$ cat config.mk
export PLATFORM = sky130hd
export DESIGN_NAME = mpy_ph_unit
export DESIGN_NICKNAME = d
export VERILOG_FILES = /design/src/rtl/mpu_pkg.sv /design/src/rtl/mpu_dec.sv /design/src/rtl/mpu_mult.sv /design/src/rtl/mpu_addsub.sv /design/src/rtl/mpy_ph_unit.sv
export SDC_FILE = /design/constraint.sdc
export NUM_CORES = 1
export LEC_CHECK = 0
export BUFFER_PORTS_ARGS = -buffer_cell sky130_fd_sc_hd__buf_2
export CORE_ASPECT_RATIO = 0.75
export CORE_MARGIN = 2
export CORE_UTILIZATION = 40
export CTS_CLUSTER_DIAMETER = 80
export DETAILED_ROUTE_END_ITERATION = 7
export GPL_TIMING_DRIVEN = 0
export RECOVER_POWER = 100
export SYNTH_ARGS = -nofsm -noshare
export SYNTH_HDL_FRONTEND = slang
export SYNTH_SLANG_ARGS = --single-unit
$ cat constraint.sdc
create_clock -name clk -period 4.6 [get_ports clk]
set_input_delay 0 -clock clk [delete_from_list [all_inputs] [get_ports clk]]
set_output_delay 0 -clock clk [all_outputs]
set_load 0.03 [all_outputs]
$ cat src/rtl/mpu_pkg.sv
package mpu_pkg;
  localparam int unsigned OPW = 4;

  typedef enum logic [OPW-1:0] {
    OP_MUL   = 4'b1000,
    OP_SUBPH = 4'b1001,
    OP_ADDPH = 4'b1010
  } mpu_op_e;

  typedef struct packed {
    logic cf;
    logic zf;
    logic sf;
  } mpu_flags_t;
endpackage

$ cat src/rtl/mpu_dec.sv
module mpu_dec
  import mpu_pkg::*;
(
  input  logic           op_valid,
  input  logic [OPW-1:0] op_code,
  output logic           do_mul,
  output logic           do_acc,
  output logic           acc_sub
);
  always_comb begin
    do_mul  = 1'b0;
    do_acc  = 1'b0;
    acc_sub = 1'b0;
    if (op_valid) begin
      unique case (op_code)
        OP_MUL:   do_mul = 1'b1;
        OP_SUBPH: begin do_acc = 1'b1; acc_sub = 1'b1; end
        OP_ADDPH: do_acc = 1'b1;
        default:  ;
      endcase
    end
  end
endmodule

$ cat src/rtl/mpu_mult.sv
module mpu_mult #(
  parameter int unsigned W = 16
) (
  input  logic [W-1:0]   a,
  input  logic [W-1:0]   b,
  input  logic           sgn,
  output logic [2*W-1:0] p
);
  localparam int unsigned XW = W + 1;
  localparam int unsigned PW = 2 * XW;

  logic signed [XW-1:0] ax;
  logic signed [XW-1:0] bx;
  logic signed [PW-1:0] px;

  always_comb begin
    ax = $signed({sgn & a[W-1], a});
    bx = $signed({sgn & b[W-1], b});
    px = PW'(ax) * PW'(bx);
    p  = px[2*W-1:0];
  end
endmodule

$ cat src/rtl/mpu_addsub.sv
module mpu_addsub #(
  parameter int unsigned W = 16
) (
  input  logic [W-1:0] a,
  input  logic [W-1:0] b,
  input  logic         sub,
  input  logic         cin,
  output logic [W-1:0] r,
  output logic         co
);
  logic [W:0] ext;

  always_comb begin
    if (sub) ext = {1'b0, a} - {1'b0, b} - {{W{1'b0}}, cin};
    else     ext = {1'b0, a} + {1'b0, b} + {{W{1'b0}}, cin};
    r  = ext[W-1:0];
    co = ext[W];
  end
endmodule

$ cat src/rtl/mpy_ph_unit.sv
module mpy_ph_unit
  import mpu_pkg::*;
#(
  parameter int unsigned W = 16
) (
  input  logic           clk,
  input  logic           rst_n,
  input  logic           op_valid,
  input  logic [3:0]     op_code,
  input  logic           op_string,
  input  logic           unsigned_mode,
  input  logic [W-1:0]   mem_data,
  input  logic [W-1:0]   acc_in,
  input  logic           cf_in,
  input  logic           zf_in,
  output logic           res_valid,
  output logic [W-1:0]   acc_out,
  output logic           cf_out,
  output logic           zf_out,
  output logic           sf_out,
  output logic [W-1:0]   mr_out,
  output logic [W-1:0]   ph_out
);
  localparam int unsigned PW = 2 * W;

  logic [1:0] rst_sync;
  logic       rst_n_s;

  always_ff @(posedge clk or negedge rst_n) begin
    if (!rst_n) rst_sync <= 2'b00;
    else        rst_sync <= {rst_sync[0], 1'b1};
  end
  assign rst_n_s = rst_sync[1];

  logic do_mul, do_acc, acc_sub;

  mpu_dec u_dec (
    .op_valid (op_valid),
    .op_code  (op_code),
    .do_mul   (do_mul),
    .do_acc   (do_acc),
    .acc_sub  (acc_sub)
  );

  logic [W-1:0]  mr_q, ph_q, acc_q;
  logic [W-1:0]  mr_d, ph_d, acc_d;
  mpu_flags_t    fl_q, fl_d;
  logic          vld_q, vld_d, upd_en;
  logic [PW-1:0] prod;
  logic [W-1:0]  as_r;
  logic          as_co;

  mpu_mult #(.W(W)) u_mult (
    .a   (mr_q),
    .b   (mem_data),
    .sgn (~unsigned_mode),
    .p   (prod)
  );

  mpu_addsub #(.W(W)) u_addsub (
    .a   (acc_in),
    .b   (ph_q),
    .sub (acc_sub),
    .cin (op_string & cf_in),
    .r   (as_r),
    .co  (as_co)
  );

  always_comb begin
    mr_d   = mr_q;
    ph_d   = ph_q;
    acc_d  = acc_q;
    fl_d   = fl_q;
    vld_d  = do_mul | do_acc;
    upd_en = do_mul | do_acc;
    if (do_mul) begin
      acc_d   = prod[W-1:0];
      ph_d    = prod[PW-1:W];
      fl_d.cf = 1'b0;
      fl_d.zf = (prod[W-1:0] == '0);
      fl_d.sf = prod[W-1];
    end else if (do_acc) begin
      mr_d    = mem_data;
      acc_d   = as_r;
      fl_d.cf = as_co;
      fl_d.zf = (as_r == '0) & (~op_string | zf_in);
      fl_d.sf = as_r[W-1];
    end
  end

  always_ff @(posedge clk or negedge rst_n_s) begin
    if (!rst_n_s) begin
      mr_q  <= '0;
      ph_q  <= '0;
      acc_q <= '0;
      fl_q  <= '0;
      vld_q <= 1'b0;
    end else begin
      vld_q <= vld_d;
      if (upd_en) begin
        mr_q  <= mr_d;
        ph_q  <= ph_d;
        acc_q <= acc_d;
        fl_q  <= fl_d;
      end
    end
  end

  assign res_valid = vld_q;
  assign acc_out   = acc_q;
  assign cf_out    = fl_q.cf;
  assign zf_out    = fl_q.zf;
  assign sf_out    = fl_q.sf;
  assign mr_out    = mr_q;
  assign ph_out    = ph_q;
endmodule

# == Word level (Yosys, flattened, before mapping) ==
# Cells that the tools add are included.
# word_totals
reg_bits,54
in_bits,43
word_cells,43
# op_classes
n_addsub,4
n_mul,1
n_eq_ne,3
muxes,11
bitwise,9
n_reduce_logical,7
# ops
operator,n
$logic_not A16 Y1,2
$mul A17 B17 Y32,1
$mux W16,2
$add A16 B16 Y17,1
$add A17 B1 Y17,1
$mux W17,1
$sub A16 B16 Y17,1
$sub A17 B1 Y17,1
$eq A4 B4 Y1 const B,3
$mux W1,6
$mux W3,2
$and A1 B1 Y1,4
$reduce_and A2 Y1,2
$not A1 Y1,3
$reduce_and A3 Y1,1
$or A1 B1 Y1,2
$reduce_bool A2 Y1,1
$reduce_or A2 Y1,1

# == Longest topological paths before layout ==
# depth
depth_word,8
mapped_depth,26
ltp_nobuf,25

# == Hierarchy ==
# A second synthesis with hierarchy kept.
# hier_totals
hier_cells,1654
hier_area_um2,15024.4
# by_module_without_submodules
module,n_inst,cells_per_inst,area_each_um2
mpu_mult,1,1170,10558.9
mpy_ph_unit,1,164,2227.1
mpu_addsub,1,315,2188.3
mpu_dec,1,5,50.0

# == Worst setup path after synthesis ==
# No wires, ideal clock.
# synth_path
path_type,register to register
startpoint,register mr_q[10] (netlist: mr_out[10])
endpoint,register ph_q[14] (netlist: ph_out[14])
setup_ns,0.135
arrival_time_ns,6.245
setup_slack_ns,-1.780
stages_incl_launch_ff,25
path_buffers,2
cell_sequence,dfrtp_1 > clkbuf_1 > clkbuf_1 > nand2_1 > fa_1 > inv_1 > fa_1 > inv_1 > fa_1 > inv_1 > fa_1 > fa_1 > inv_1 > fa_1 > inv_1 > ha_1 > a21o_1 > a211o_1 > a21oi_1 > o21ai_0 > o41ai_2 > a31oi_1 > a31oi_1 > xor2_1 > o21ai_0
# synth_via
elab_chain_len,1
# synth_lines
item,line,source
start: declaration,mpy_ph_unit.sv:45,"logic [W-1:0] mr_q, ph_q, acc_q;"
start signal: assignment,mpy_ph_unit.sv:101,mr_q <= mr_d;
$mul A17 B17 Y32,mpu_mult.sv:19,px = PW'(ax) * PW'(bx);
end signal: assignment,mpy_ph_unit.sv:102,ph_q <= ph_d;
end: declaration,mpy_ph_unit.sv:45,
# No other way between the ends.
# A chain may end at the register's enable or synchronous reset.

# == Final worst setup path ==
# layout_path
startpoint,register mr_q[5] (netlist: mr_out[5])
endpoint,register ph_q[14] (netlist: ph_out[14])
# The elaborated chain is that of the path after synthesis.

==> results.md <==
* Reg2reg path depth at 24
* CTS Buffer Depth at 2
* Number of global-route vias before repair at 11,820
* Core Region at about 36,000 um^2
* Initial DRC count at between 600 and 700
* Die Width at 224.7 um
* Setup Skew at 0.01482 ns
* XOR/XNOR share of the synthesized area at 0.03536
* Syn Area/Cell at roughly 8.8 um^2
* Root Driver: clkbuf_16
* Top-level port count at 95
* Avg WL per Cell at approximately 19 um
* Net Count, Synth at around 2,100
* Seq/Total Area, Yosys at 0.09075
* Largest net degree at the start of global routing at 38
* Drt via density at 5.084
* Synth Area in Compound Gates at 0.08622
* Largest family of logic cells by synthesized area: adder cells
* CP Launch Type: flop
* Commonest non-fill, non-tap cell in the layout: inv_1
* Final setup fails at 25
* Post-layout min period at just over 6 ns
* Clk Latency, worst-skew pair at approximately 0.31 ns
* Non-Filler Instances at 2,299
* Routability cong. at about 0.87
* Crit path kind: flop to flop
* Status: complete, but fails checks
* Synth async-reset ratio at 1.000
* Post-synth top flop: dfrtp_1
* Placed Area at about 16,000 um^2
* Max_cap viols at 1
* Synth unique cells at 76
* Overall Global Routing Usage at 0.2343
* Worst Path Max Fanout at 3
* Adder-cell share of the synthesized area at 0.5005
* Final worst-path setup slack at -1.624 ns
* Failing checks: capacitance limit, slew limit, setup timing
* EDFF count, synth at 0
* Antenna violations before repair at 3
* Mux cell area share after synthesis at 0.004966
* Final WL at about 43,000 um
* Worst slew pin tran at between 2 and 2.5 ns
* Share of layout cells above drive strength 1 at 0.1860
* CP Capture Type: flop
* Vias at 11,690
* Num CTS Buffers at 5
* Final ANT Viol Nets at 0
* First-pass DRT Iterations at 5
* Post-synthesis simple-gate area fraction at 0.1673
* Final slew viol count at 38
* Row count at 60
* Cell Area, Synth at between 10,000 and 15,000 um^2
* Final nets at ~2,300
* CTS sink cnt at 53
* Most frequent cells in the layout: inv_1, fa_1, nand2_1
* Req. time, crit path at between 4 and 5 ns
* Total global routing overflow at 0
* Slew Limit Headroom at -0.5262
* Placed wire-length estimate at 34,510 um
* Die H at between 150 and 200 um
* Max frequency at 0.1607 GHz
* Syn Inst Count at approximately 1,700
* First-pass GRT wire length at around 70,000 um
* Area delta synth->final at 19.64%
* Port-buffer cells at 90
* CTS H-tree depth at 2
* Yosys warnings at 0
* Pre-CTS setup slack at -2.243 ns
* RSZ-0062 raised after global routing: true
* Initial Util at 0.4064
* Synthesis-stage register bit count at between 50 and 60
* Critical Path AT at 6.40 ns
* Clk pin slew, worst setup/hold paths at 0.09 ns
* Post-route cell area at approximately 17,000 um^2
* Fillcell total at 3,443
* TritonCTS clock tree: yes
* DRC at 0
* Die Area at 38,100 um^2
* Hold Path Depth at 3
* Hold Crit Class: primary input to flop
* Number of hold violations in the final report at 0
* Final period util at 1.353
* Cell count after placement at approximately 2,200
* Hold slack at 0.04634 ns
[routing by layer]
layer / track usage / vias to the layer above / wire length (um)
met3: 0.04259 / 37 / 2827
li1: - / 5389 / -
met4: 0.04175 / 0 / 726
met1: 0.3488 / 5934 / 20290
met2: 0.3595 / 329 / 19520
met5: 0 / - / 0
[area by class of cell]
cell class	count	area (um^2)	share of cell area
Multi-Input combinational cell	1157	12310	0.7042
Inverter	386	1449	0.08287
Sequential cell	53	1345	0.07693
Timing Repair Buffer	174	1122	0.06419
Tap cell	465	581.8	0.03328
Buffer	55	519.2	0.02970
Clock buffer	5	125.1	0.007156
Clock inverter	3	26.28	0.001503
Antenna cell	1	2.502	0.0001431
[logic make-up (layout without fill, tap and decap cells)]
| group | Yosys count | after routing |
|---|---|---|
| AOI/OAI and AO/OA | 178 | 178 |
| buffers and inverters | 443 | 623 |
| adders and majority gates | 413 | 413 |
| muxes | 7 | 7 |
| other | 1 | 2 |
| xor gates and xnor gates | 59 | 59 |
| and+or+nand+nor | 499 | 499 |
| DFF | 53 | 53 |
[worst max-delay path, stage by stage, from the launching register on]
cell and delay (ns):
dfrtp_2 0.47, clkbuf_16 0.18, nand2_4 0.05, fa_1 0.56, inv_2 0.04, fa_1 0.48
inv_1 0.05, fa_1 0.49, inv_2 0.04, fa_1 0.51, fa_1 0.49, inv_1 0.05
fa_2 0.56, inv_2 0.05, ha_4 0.26, buf_4 0.10, nand4_1 0.13, or2_4 0.30
o41ai_4 0.45, o41ai_2 0.10, buf_4 0.17, a31oi_4 0.19, a31oi_2 0.11, xor2_1 0.15
o21ai_1 0.07
[flip-flops by register name, summed over array words and instances (netlist names)]
register   cells
acc_out       16
cf_out         1
mr_out        16
ph_out        16
res_valid      1
rst_sync       2
zf_out         1
[path summary, 6_finish.rpt]
kind	to	slack, ns	startpoint
min in group asynchronous	acc_out[7]$_DFFE_PN0P_	0.27	rst_sync[1]$_DFF_PN0_
max	ph_out[14]$_DFFE_PN0P_	-1.62	mr_out[5]$_DFFE_PN0P_
min reg2reg	acc_out[7]$_DFFE_PN0P_	0.27	rst_sync[1]$_DFF_PN0_
max reg2reg	ph_out[14]$_DFFE_PN0P_	-1.62	mr_out[5]$_DFFE_PN0P_
min	mr_out[7]$_DFFE_PN0P_	0.05	mem_data[7]
max in group asynchronous	mr_out[6]$_DFFE_PN0P_	1.59	rst_sync[1]$_DFF_PN0_
[synth_stat cells (all sizes together), types with 3 or more instances]
cell type | instances | share of area
a211o | 4 | 0.0024
nor2 | 46 | 0.012
nand2 | 233 | 0.060
ha | 127 | 0.11
nand4 | 6 | 0.0026
a2111oi | 3 | 0.0022
clkbuf | 53 | 0.014
xor2 | 17 | 0.010
o221ai | 4 | 0.0024
a21oi | 41 | 0.014
a221o | 9 | 0.0062
a211oi | 9 | 0.0046
mux2i | 5 | 0.0034
dfrtp | 53 | 0.091
or3 | 5 | 0.0021
a221oi | 3 | 0.0027
a31oi | 8 | 0.0034
nand3b | 4 | 0.0029
a21o | 14 | 0.0072
inv | 386 | 0.099
o21bai | 5 | 0.0026
fa | 286 | 0.39
xnor2 | 42 | 0.025
nor2b | 7 | 0.0030
nand3 | 8 | 0.0027
nor3 | 13 | 0.0045
and3 | 4 | 0.0017
o41ai | 4 | 0.0047
a22oi | 6 | 0.0031
or2 | 8 | 0.0034
o2111ai | 3 | 0.0018
and2 | 143 | 0.061
buf | 4 | 0.0019
nor4 | 5 | 0.0021
o21ai | 43 | 0.015
nand2b | 8 | 0.0034
o21a | 4 | 0.0021
[stage by stage]
| stage | setup TNS (ns) | util |
|---|---|---|
| floorplan | -17.37 | - |
| global placement | -39.38 | 0.4471 |
| detailed placement | -40.48 | 0.4477 |
| CTS | -26.48 | 0.4759 |
| global route | -33.05 | 0.4862 |
| finish | -29.70 | 0.4862 |
[timing repair]
item                       4_1_cts  5_1_grt
buffers inserted                54       28
hold endpoints to repair         2        0
pin swaps                       45       66
gates resized for setup         95      100
gates cloned                     0        1
setup endpoints to repair       26       25
hold buffers                     2        0
Power is left out: the tool's default activity adds up to more than one toggle a clock period on the data nets, which glitch-free logic cannot reach.
